File: config.mk
export PLATFORM = sky130hd
export DESIGN_NAME = bch_par_enc
export DESIGN_NICKNAME = d
export VERILOG_FILES = /design/src/rtl/bch_enc_pkg.sv /design/src/rtl/bch_lfsr_step.sv /design/src/rtl/bch_enc_ctrl.sv /design/src/rtl/bch_par_enc.sv
export SDC_FILE = /design/constraint.sdc
export NUM_CORES = 1
export LEC_CHECK = 0
export BUFFER_PORTS_ARGS = -buffer_cell sky130_fd_sc_hd__buf_2
export CAP_MARGIN = 20
export CORE_MARGIN = 2
export CORE_UTILIZATION = 51
export DETAILED_ROUTE_END_ITERATION = 8
export PLACE_DENSITY = 0.74
export SETUP_SLACK_MARGIN = 0.05
export SKIP_CTS_REPAIR_TIMING = 1
export SYNTH_ARGS = -nofsm -noshare
export SYNTH_HDL_FRONTEND = slang
export SYNTH_HIERARCHICAL = 1
export SYNTH_SLANG_ARGS = --single-unit
File: constraint.sdc
create_clock -name clk_i -period 1.7 [get_ports clk_i]
set_input_delay 0.34 -clock clk_i [delete_from_list [all_inputs] [get_ports clk_i]]
set_output_delay 0.34 -clock clk_i [all_outputs]
set_load 0.03 [all_outputs]
File: src/rtl/bch_enc_pkg.sv
package bch_enc_pkg;
  typedef enum logic [1:0] {
    PH_IDLE = 2'd0,
    PH_MSG  = 2'd1,
    PH_PAR  = 2'd2
  } enc_phase_e;
endpackage

File: src/rtl/bch_lfsr_step.sv
// DATA_W unrolled steps of the remainder LFSR; bit DATA_W-1 enters first.
module bch_lfsr_step #(
  parameter int unsigned PAR_W = 8,
  parameter int unsigned DATA_W = 1,
  parameter logic [PAR_W-1:0] POLY_LO = '0
) (
  input  logic [PAR_W-1:0]  rem_i,
  input  logic [DATA_W-1:0] bits_i,
  output logic [PAR_W-1:0]  rem_o
);
  logic [PAR_W-1:0] chain [DATA_W+1];

  assign chain[0] = rem_i;

  for (genvar i = 0; i < DATA_W; i++) begin : g_stage
    logic fb;
    assign fb = chain[i][PAR_W-1] ^ bits_i[DATA_W-1-i];
    assign chain[i+1] = {chain[i][PAR_W-2:0], 1'b0} ^ (fb ? POLY_LO : '0);
  end

  assign rem_o = chain[DATA_W];
endmodule

File: src/rtl/bch_enc_ctrl.sv
module bch_enc_ctrl
  import bch_enc_pkg::*;
#(
  parameter int unsigned MSG_BEATS = 7,
  parameter int unsigned PAR_BEATS = 8
) (
  input  logic clk_i,
  input  logic rst_ni,
  input  logic in_valid_i,
  input  logic in_sop_i,
  input  logic out_ready_i,
  output logic in_ready_o,
  output logic out_valid_o,
  output logic out_sop_o,
  output logic out_eop_o,
  output logic lfsr_en_o,
  output logic lfsr_clr_o,
  output logic par_shift_o,
  output logic par_active_o
);
  localparam int unsigned MAX_BEATS = (MSG_BEATS > PAR_BEATS) ? MSG_BEATS : PAR_BEATS;
  localparam int unsigned CNT_W = $clog2(MAX_BEATS + 1);
  localparam logic [CNT_W-1:0] MSG_LAST = CNT_W'(MSG_BEATS - 1);
  localparam logic [CNT_W-1:0] PAR_LAST = CNT_W'(PAR_BEATS - 1);
  localparam bit SINGLE_BEAT = (MSG_BEATS == 1);

  enc_phase_e phase_q, phase_d;
  logic [CNT_W-1:0] cnt_q, cnt_d;

  logic is_idle, is_msg, is_par;
  logic starts, last_in, last_par, take_ok, beat_in;

  assign is_idle  = (phase_q == PH_IDLE);
  assign is_msg   = (phase_q == PH_MSG);
  assign is_par   = (phase_q == PH_PAR);
  assign starts   = is_idle && in_sop_i;
  assign last_in  = (is_msg && cnt_q == MSG_LAST) || (SINGLE_BEAT && starts);
  assign last_par = is_par && cnt_q == PAR_LAST;
  assign take_ok  = !is_par && out_ready_i;
  assign beat_in  = in_valid_i && take_ok;

  // ready drops one beat early; the final beat is still taken
  assign in_ready_o   = take_ok && !last_in;
  assign out_valid_o  = is_par || (in_valid_i && (is_msg || starts));
  assign out_sop_o    = in_valid_i && starts;
  assign out_eop_o    = last_par;
  assign lfsr_en_o    = beat_in && (is_msg || starts);
  assign lfsr_clr_o   = starts;
  assign par_shift_o  = is_par && out_ready_i;
  assign par_active_o = is_par;

  always_comb begin
    phase_d = phase_q;
    cnt_d   = cnt_q;
    unique case (phase_q)
      PH_IDLE: if (beat_in && in_sop_i) begin
        if (SINGLE_BEAT) begin
          phase_d = PH_PAR;
          cnt_d   = '0;
        end else begin
          phase_d = PH_MSG;
          cnt_d   = CNT_W'(1);
        end
      end
      PH_MSG: if (beat_in) begin
        if (last_in) begin
          phase_d = PH_PAR;
          cnt_d   = '0;
        end else begin
          cnt_d = cnt_q + CNT_W'(1);
        end
      end
      PH_PAR: if (out_ready_i) begin
        if (last_par) begin
          phase_d = PH_IDLE;
          cnt_d   = '0;
        end else begin
          cnt_d = cnt_q + CNT_W'(1);
        end
      end
      default: begin
        phase_d = PH_IDLE;
        cnt_d   = '0;
      end
    endcase
  end

  always_ff @(posedge clk_i or negedge rst_ni) begin
    if (!rst_ni) begin
      phase_q <= PH_IDLE;
      cnt_q   <= '0;
    end else begin
      phase_q <= phase_d;
      cnt_q   <= cnt_d;
    end
  end
endmodule

File: src/rtl/bch_par_enc.sv
module bch_par_enc #(
  parameter int unsigned K_LEN = 7,
  parameter int unsigned PAR_W = 8,
  parameter int unsigned DATA_W = 1,
  parameter logic [PAR_W:0] GEN_POLY = 9'h1D1
) (
  input  logic              clk_i,
  input  logic              rst_ni,
  input  logic              in_valid_i,
  output logic              in_ready_o,
  input  logic [DATA_W-1:0] in_data_i,
  input  logic              in_sop_i,
  input  logic              in_eop_i,
  output logic              out_valid_o,
  input  logic              out_ready_i,
  output logic [DATA_W-1:0] out_data_o,
  output logic              out_sop_o,
  output logic              out_eop_o
);
  localparam int unsigned MSG_BEATS = K_LEN / DATA_W;
  localparam int unsigned PAR_BEATS = PAR_W / DATA_W;
  localparam logic [PAR_W-1:0] POLY_LO = GEN_POLY[PAR_W-1:0];

  logic lfsr_en, lfsr_clr, par_shift, par_active;
  logic [PAR_W-1:0] rem_q, rem_seed, rem_next;

  bch_enc_ctrl #(
    .MSG_BEATS(MSG_BEATS),
    .PAR_BEATS(PAR_BEATS)
  ) u_ctrl (
    .clk_i       (clk_i),
    .rst_ni      (rst_ni),
    .in_valid_i  (in_valid_i),
    .in_sop_i    (in_sop_i),
    .out_ready_i (out_ready_i),
    .in_ready_o  (in_ready_o),
    .out_valid_o (out_valid_o),
    .out_sop_o   (out_sop_o),
    .out_eop_o   (out_eop_o),
    .lfsr_en_o   (lfsr_en),
    .lfsr_clr_o  (lfsr_clr),
    .par_shift_o (par_shift),
    .par_active_o(par_active)
  );

  assign rem_seed = lfsr_clr ? '0 : rem_q;

  bch_lfsr_step #(
    .PAR_W  (PAR_W),
    .DATA_W (DATA_W),
    .POLY_LO(POLY_LO)
  ) u_step (
    .rem_i (rem_seed),
    .bits_i(in_data_i),
    .rem_o (rem_next)
  );

  // remainder register doubles as the parity shifter
  always_ff @(posedge clk_i or negedge rst_ni) begin
    if (!rst_ni)        rem_q <= '0;
    else if (lfsr_en)   rem_q <= rem_next;
    else if (par_shift) rem_q <= rem_q << DATA_W;
  end

  assign out_data_o = par_active ? rem_q[PAR_W-1 -: DATA_W] : in_data_i;
endmodule

==> load_flow_metrics.sql <==
INSERT INTO impl_metrics (metric_group, metric, value, unit) VALUES
('route', 'drc_markers', '0', ''),
('worst_setup_path', 'cpLargestDelayFamily', 'flip-flops', ''),
('global_routing', 'global_route_wire_length_before_repair', '2970', 'µm'),
('global_routing', 'grt_usage', '16.0', '%'),
('cts', 'cts_inserted_buffers', '3', ''),
('synthesis', 'async_flop_share', '100', '%'),
('sta', 'max_slew_margin', '72.1', '%'),
('synthesis', 'postSynthAreaPerCell', '9.93', 'µm²'),
('hold_path', 'worstHoldPathType', 'in2reg', ''),
('worst_setup_path', 'critical_path_class', 'reg2out', ''),
('cts', 'ctsHtreeMaxLevel', '1', ''),
('synthesis', 'syn_nets', '113', ''),
('synthesis', 'synth_top_cell_area_share', '33.9', '%'),
('cts', 'clock_sink_count', '14', ''),
('run_status', 'violations', 'setup timing', ''),
('run_status', 'status', 'finished with violations', ''),
('global_routing', 'antenna_found_initial', '0', ''),
('synthesis', 'synth.yosys.seq_area_share', '33.9', '%'),
('final_layout', 'nets', '129', ''),
('final_layout', 'area.growth.synth_to_final', '20.6', '%'),
('global_routing', 'grt_max_degree', '17', ''),
('sta', 'pin_slew_with_the_least_headroom_to_its_limit', '419', 'ps'),
('final_layout', 'post_route_cells_drive_above_1_share', '36.1', '%'),
('cts', 'cts_root_buffer', 'sky130_fd_sc_hd__clkbuf_4', ''),
('power', 'power.density_cell_area', '1530', 'nW/µm²'),
('synthesis', 'yosysTopAreaCell', 'sky130_fd_sc_hd__dfrtp_1', ''),
('floorplan', 'design.die.area', '2400', 'µm²'),
('run', 'maxCapViolations', '0', ''),
('worst_setup_path', 'worst-endpoint-required', '1360', 'ps'),
('sta', 'clock_skew', '1.02', 'ps'),
('route', 'detailroute.via_count', '774', ''),
('floorplan', 'die-height', '49.0', 'µm'),
('placed_design', 'gp_congestion', '0.821', ''),
('sta', 'grt_setup_unrepaired', 'true', ''),
('route', 'via_density_per_instance', '5.30', ''),
('route', 'routedWlPerCell', '14.5', 'µm'),
('synthesis', 'synth_cell_type_count', '34', ''),
('sta', 'worst_slack', '-95.1', 'ps'),
('worst_setup_path', 'critical_path.cell_chain', 'inv_1 -> ha_2 -> and3b_2 -> a21oi_2 -> buf_6', ''),
('synthesis', 'synth_area', '1030', 'µm²'),
('worst_setup_path', 'critical-path-max-stage-delay', '390', 'ps'),
('route', 'route.antenna.remaining_nets', '0', ''),
('sta', 'final_max_slew_viol_count', '0', ''),
('power', 'power.static_leakage', '0.610', 'nW'),
('floorplan', 'start_util', '53.2', '%'),
('floorplan', 'pin_count', '12', ''),
('sta', 'setup_viol_count_final', '3', ''),
('global_routing', 'first_global_vias', '694', ''),
('floorplan', 'fp.dieW', '49.0', 'µm'),
('synthesis', 'syn_inst', '104', ''),
('cts', 'clkLatencyLatePin', '270', 'ps'),
('cts', 'clk_pin_slew', '90', 'ps'),
('global_routing', 'total_gr_overflow', '0', ''),
('sta', 'layout_min_cycle_time', '1800', 'ps'),
('route', 'post_detailed_routing_wire_length', '2120', 'µm'),
('floorplan', 'floorplan.rows', '16', ''),
('route', 'initial_drt_markers', '31', ''),
('synthesis', 'number_of_warnings_reported_in_the_yosys_synthesis_log', '6', ''),
('worst_setup_path', 'end_kind', 'output port', ''),
('route', 'drt_first_pass_iters', '4', ''),
('power', 'total_power', '0.00190', 'W'),
('placed_design', 'placement.cell_area', '1070', 'µm²'),
('placed_design', 'io_buffer_count', '10', ''),
('worst_setup_path', 'critical_path_peak_fanout', '3', ''),
('cts', 'clock_tree_from_tritoncts', 'built', ''),
('final_layout', 'fin_area', '1240', 'µm²'),
('sta', 'final-hold-violation-count', '0', ''),
('worst_setup_path', 'cp.buffers_inverters', '2', ''),
('sta', 'max_clock_freq', '0.557', 'GHz'),
('worst_setup_path', 'worst_path_max_delay_cell', 'sky130_fd_sc_hd__dfrtp_1', ''),
('synthesis', 'synth_edf_count', '0', '');
## kinds of logic (layout without fill, tap and decap cells)
kind of cell / Yosys count / count (layout) / share of synthesized area, %
xor+xnor: 5 / 5 / 8.61
buf+inv: 12 / 27 / 8.85
flops: 14 / 14 / 33.9
simple gates: 37 / 37 / 20.5
mux: 9 / 9 / 9.33
fa+ha+maj: 2 / 2 / 2.42
compound gates: 25 / 25 / 16.4
## final cells by class
type                            count  area (µm²)
Tap cell                           27        33.8
Multi-Input combinational cell     78         647
Sequential cell                    14         352
Timing Repair Buffer               21         166
Inverter                            2        10.0
Fill cell                         158         697
Clock buffer                        4        36.3
## synth_stat cells (2+ instances only)
master / n
sky130_fd_sc_hd__a21oi_1: 2
sky130_fd_sc_hd__and2_1: 3
sky130_fd_sc_hd__and3_1: 2
sky130_fd_sc_hd__buf_4: 6
sky130_fd_sc_hd__buf_6: 3
sky130_fd_sc_hd__dfrtp_1: 14
sky130_fd_sc_hd__ha_1: 2
sky130_fd_sc_hd__inv_1: 2
sky130_fd_sc_hd__mux2i_1: 7
sky130_fd_sc_hd__nand2_1: 11
sky130_fd_sc_hd__nand2b_1: 3
sky130_fd_sc_hd__nor2_1: 2
sky130_fd_sc_hd__nor2b_1: 10
sky130_fd_sc_hd__o21a_1: 2
sky130_fd_sc_hd__o21ai_0: 2
sky130_fd_sc_hd__o21ai_1: 12
sky130_fd_sc_hd__xor2_1: 2
sky130_fd_sc_hd__xor3_1: 3
## through the flow
stage	instances	setup TNS (ps)	worst slack, ps
detailed placement	136	-9.55	-9.55
global placement	136	0	31.7
CTS	140	-554	-177
global route	146	-379	-165
floorplan	104	0	56.2
finish	146	-152	-95.1
## tightest hold or removal path, stage by stage
cell and delay (ps):
sky130_fd_sc_hd__buf_2 140, sky130_fd_sc_hd__nand3_2 90, sky130_fd_sc_hd__o21ai_1 60
## worst paths after layout
check / depth (start not counted) / slack [ps] / end / start
max in group asynchronous: 2 / 950 / u_ctrl/phase_q[1]$_DFFE_PN0P_ / rst_ni
max reg2reg: 6 / 140 / u_ctrl/cnt_q[2]$_DFFE_PN0P_ / u_ctrl/phase_q[1]$_DFFE_PN0P_
max: 5 / -100 / in_ready_o / u_ctrl/cnt_q[0]$_DFFE_PN0P_
min reg2reg: 2 / 570 / u_ctrl/cnt_q[1]$_DFFE_PN0P_ / u_ctrl/cnt_q[1]$_DFFE_PN0P_
min: 3 / 380 / u_ctrl/cnt_q[1]$_DFFE_PN0P_ / out_ready_i
min in group asynchronous: 2 / 480 / u_ctrl/cnt_q[1]$_DFFE_PN0P_ / rst_ni
## where the power goes
group          internal, W  switching, W
clock             0.000130      0.000107
sequential        0.000463      0.000122
combinational     0.000559      0.000522
## state kept, by name (all words and copies together), names as in the netlist
| name | flops |
|---|---|
| rem_q | 8 |
| u_ctrl/cnt_q | 4 |
| u_ctrl/phase_q | 2 |
## cells in the final DEF, fill, tap and decap left out, types with 3 or more instances in the layout
| master | instances |
|---|---|
| sky130_fd_sc_hd__clkbuf_4 | 3 |
| sky130_fd_sc_hd__nand2_1 | 11 |
| sky130_fd_sc_hd__buf_4 | 10 |
| sky130_fd_sc_hd__xor3_1 | 3 |
| sky130_fd_sc_hd__mux2i_1 | 7 |
| sky130_fd_sc_hd__buf_6 | 5 |
| sky130_fd_sc_hd__nor2b_1 | 9 |
| sky130_fd_sc_hd__dfrtp_1 | 13 |
| sky130_fd_sc_hd__o21ai_1 | 11 |
| sky130_fd_sc_hd__buf_2 | 5 |
## metal layers
metal	vias up	wire [µm]	share of wire, %	track usage, %
li1	385	-	-	-
met1	382	994	47	23.0
met2	5	1090	51	24.4
met3	2	26	1.2	2.76
met4	0	8	0.38	5.71
met5	-	0	0	0
No activity file was read; power rests on OpenSTA's default activity.
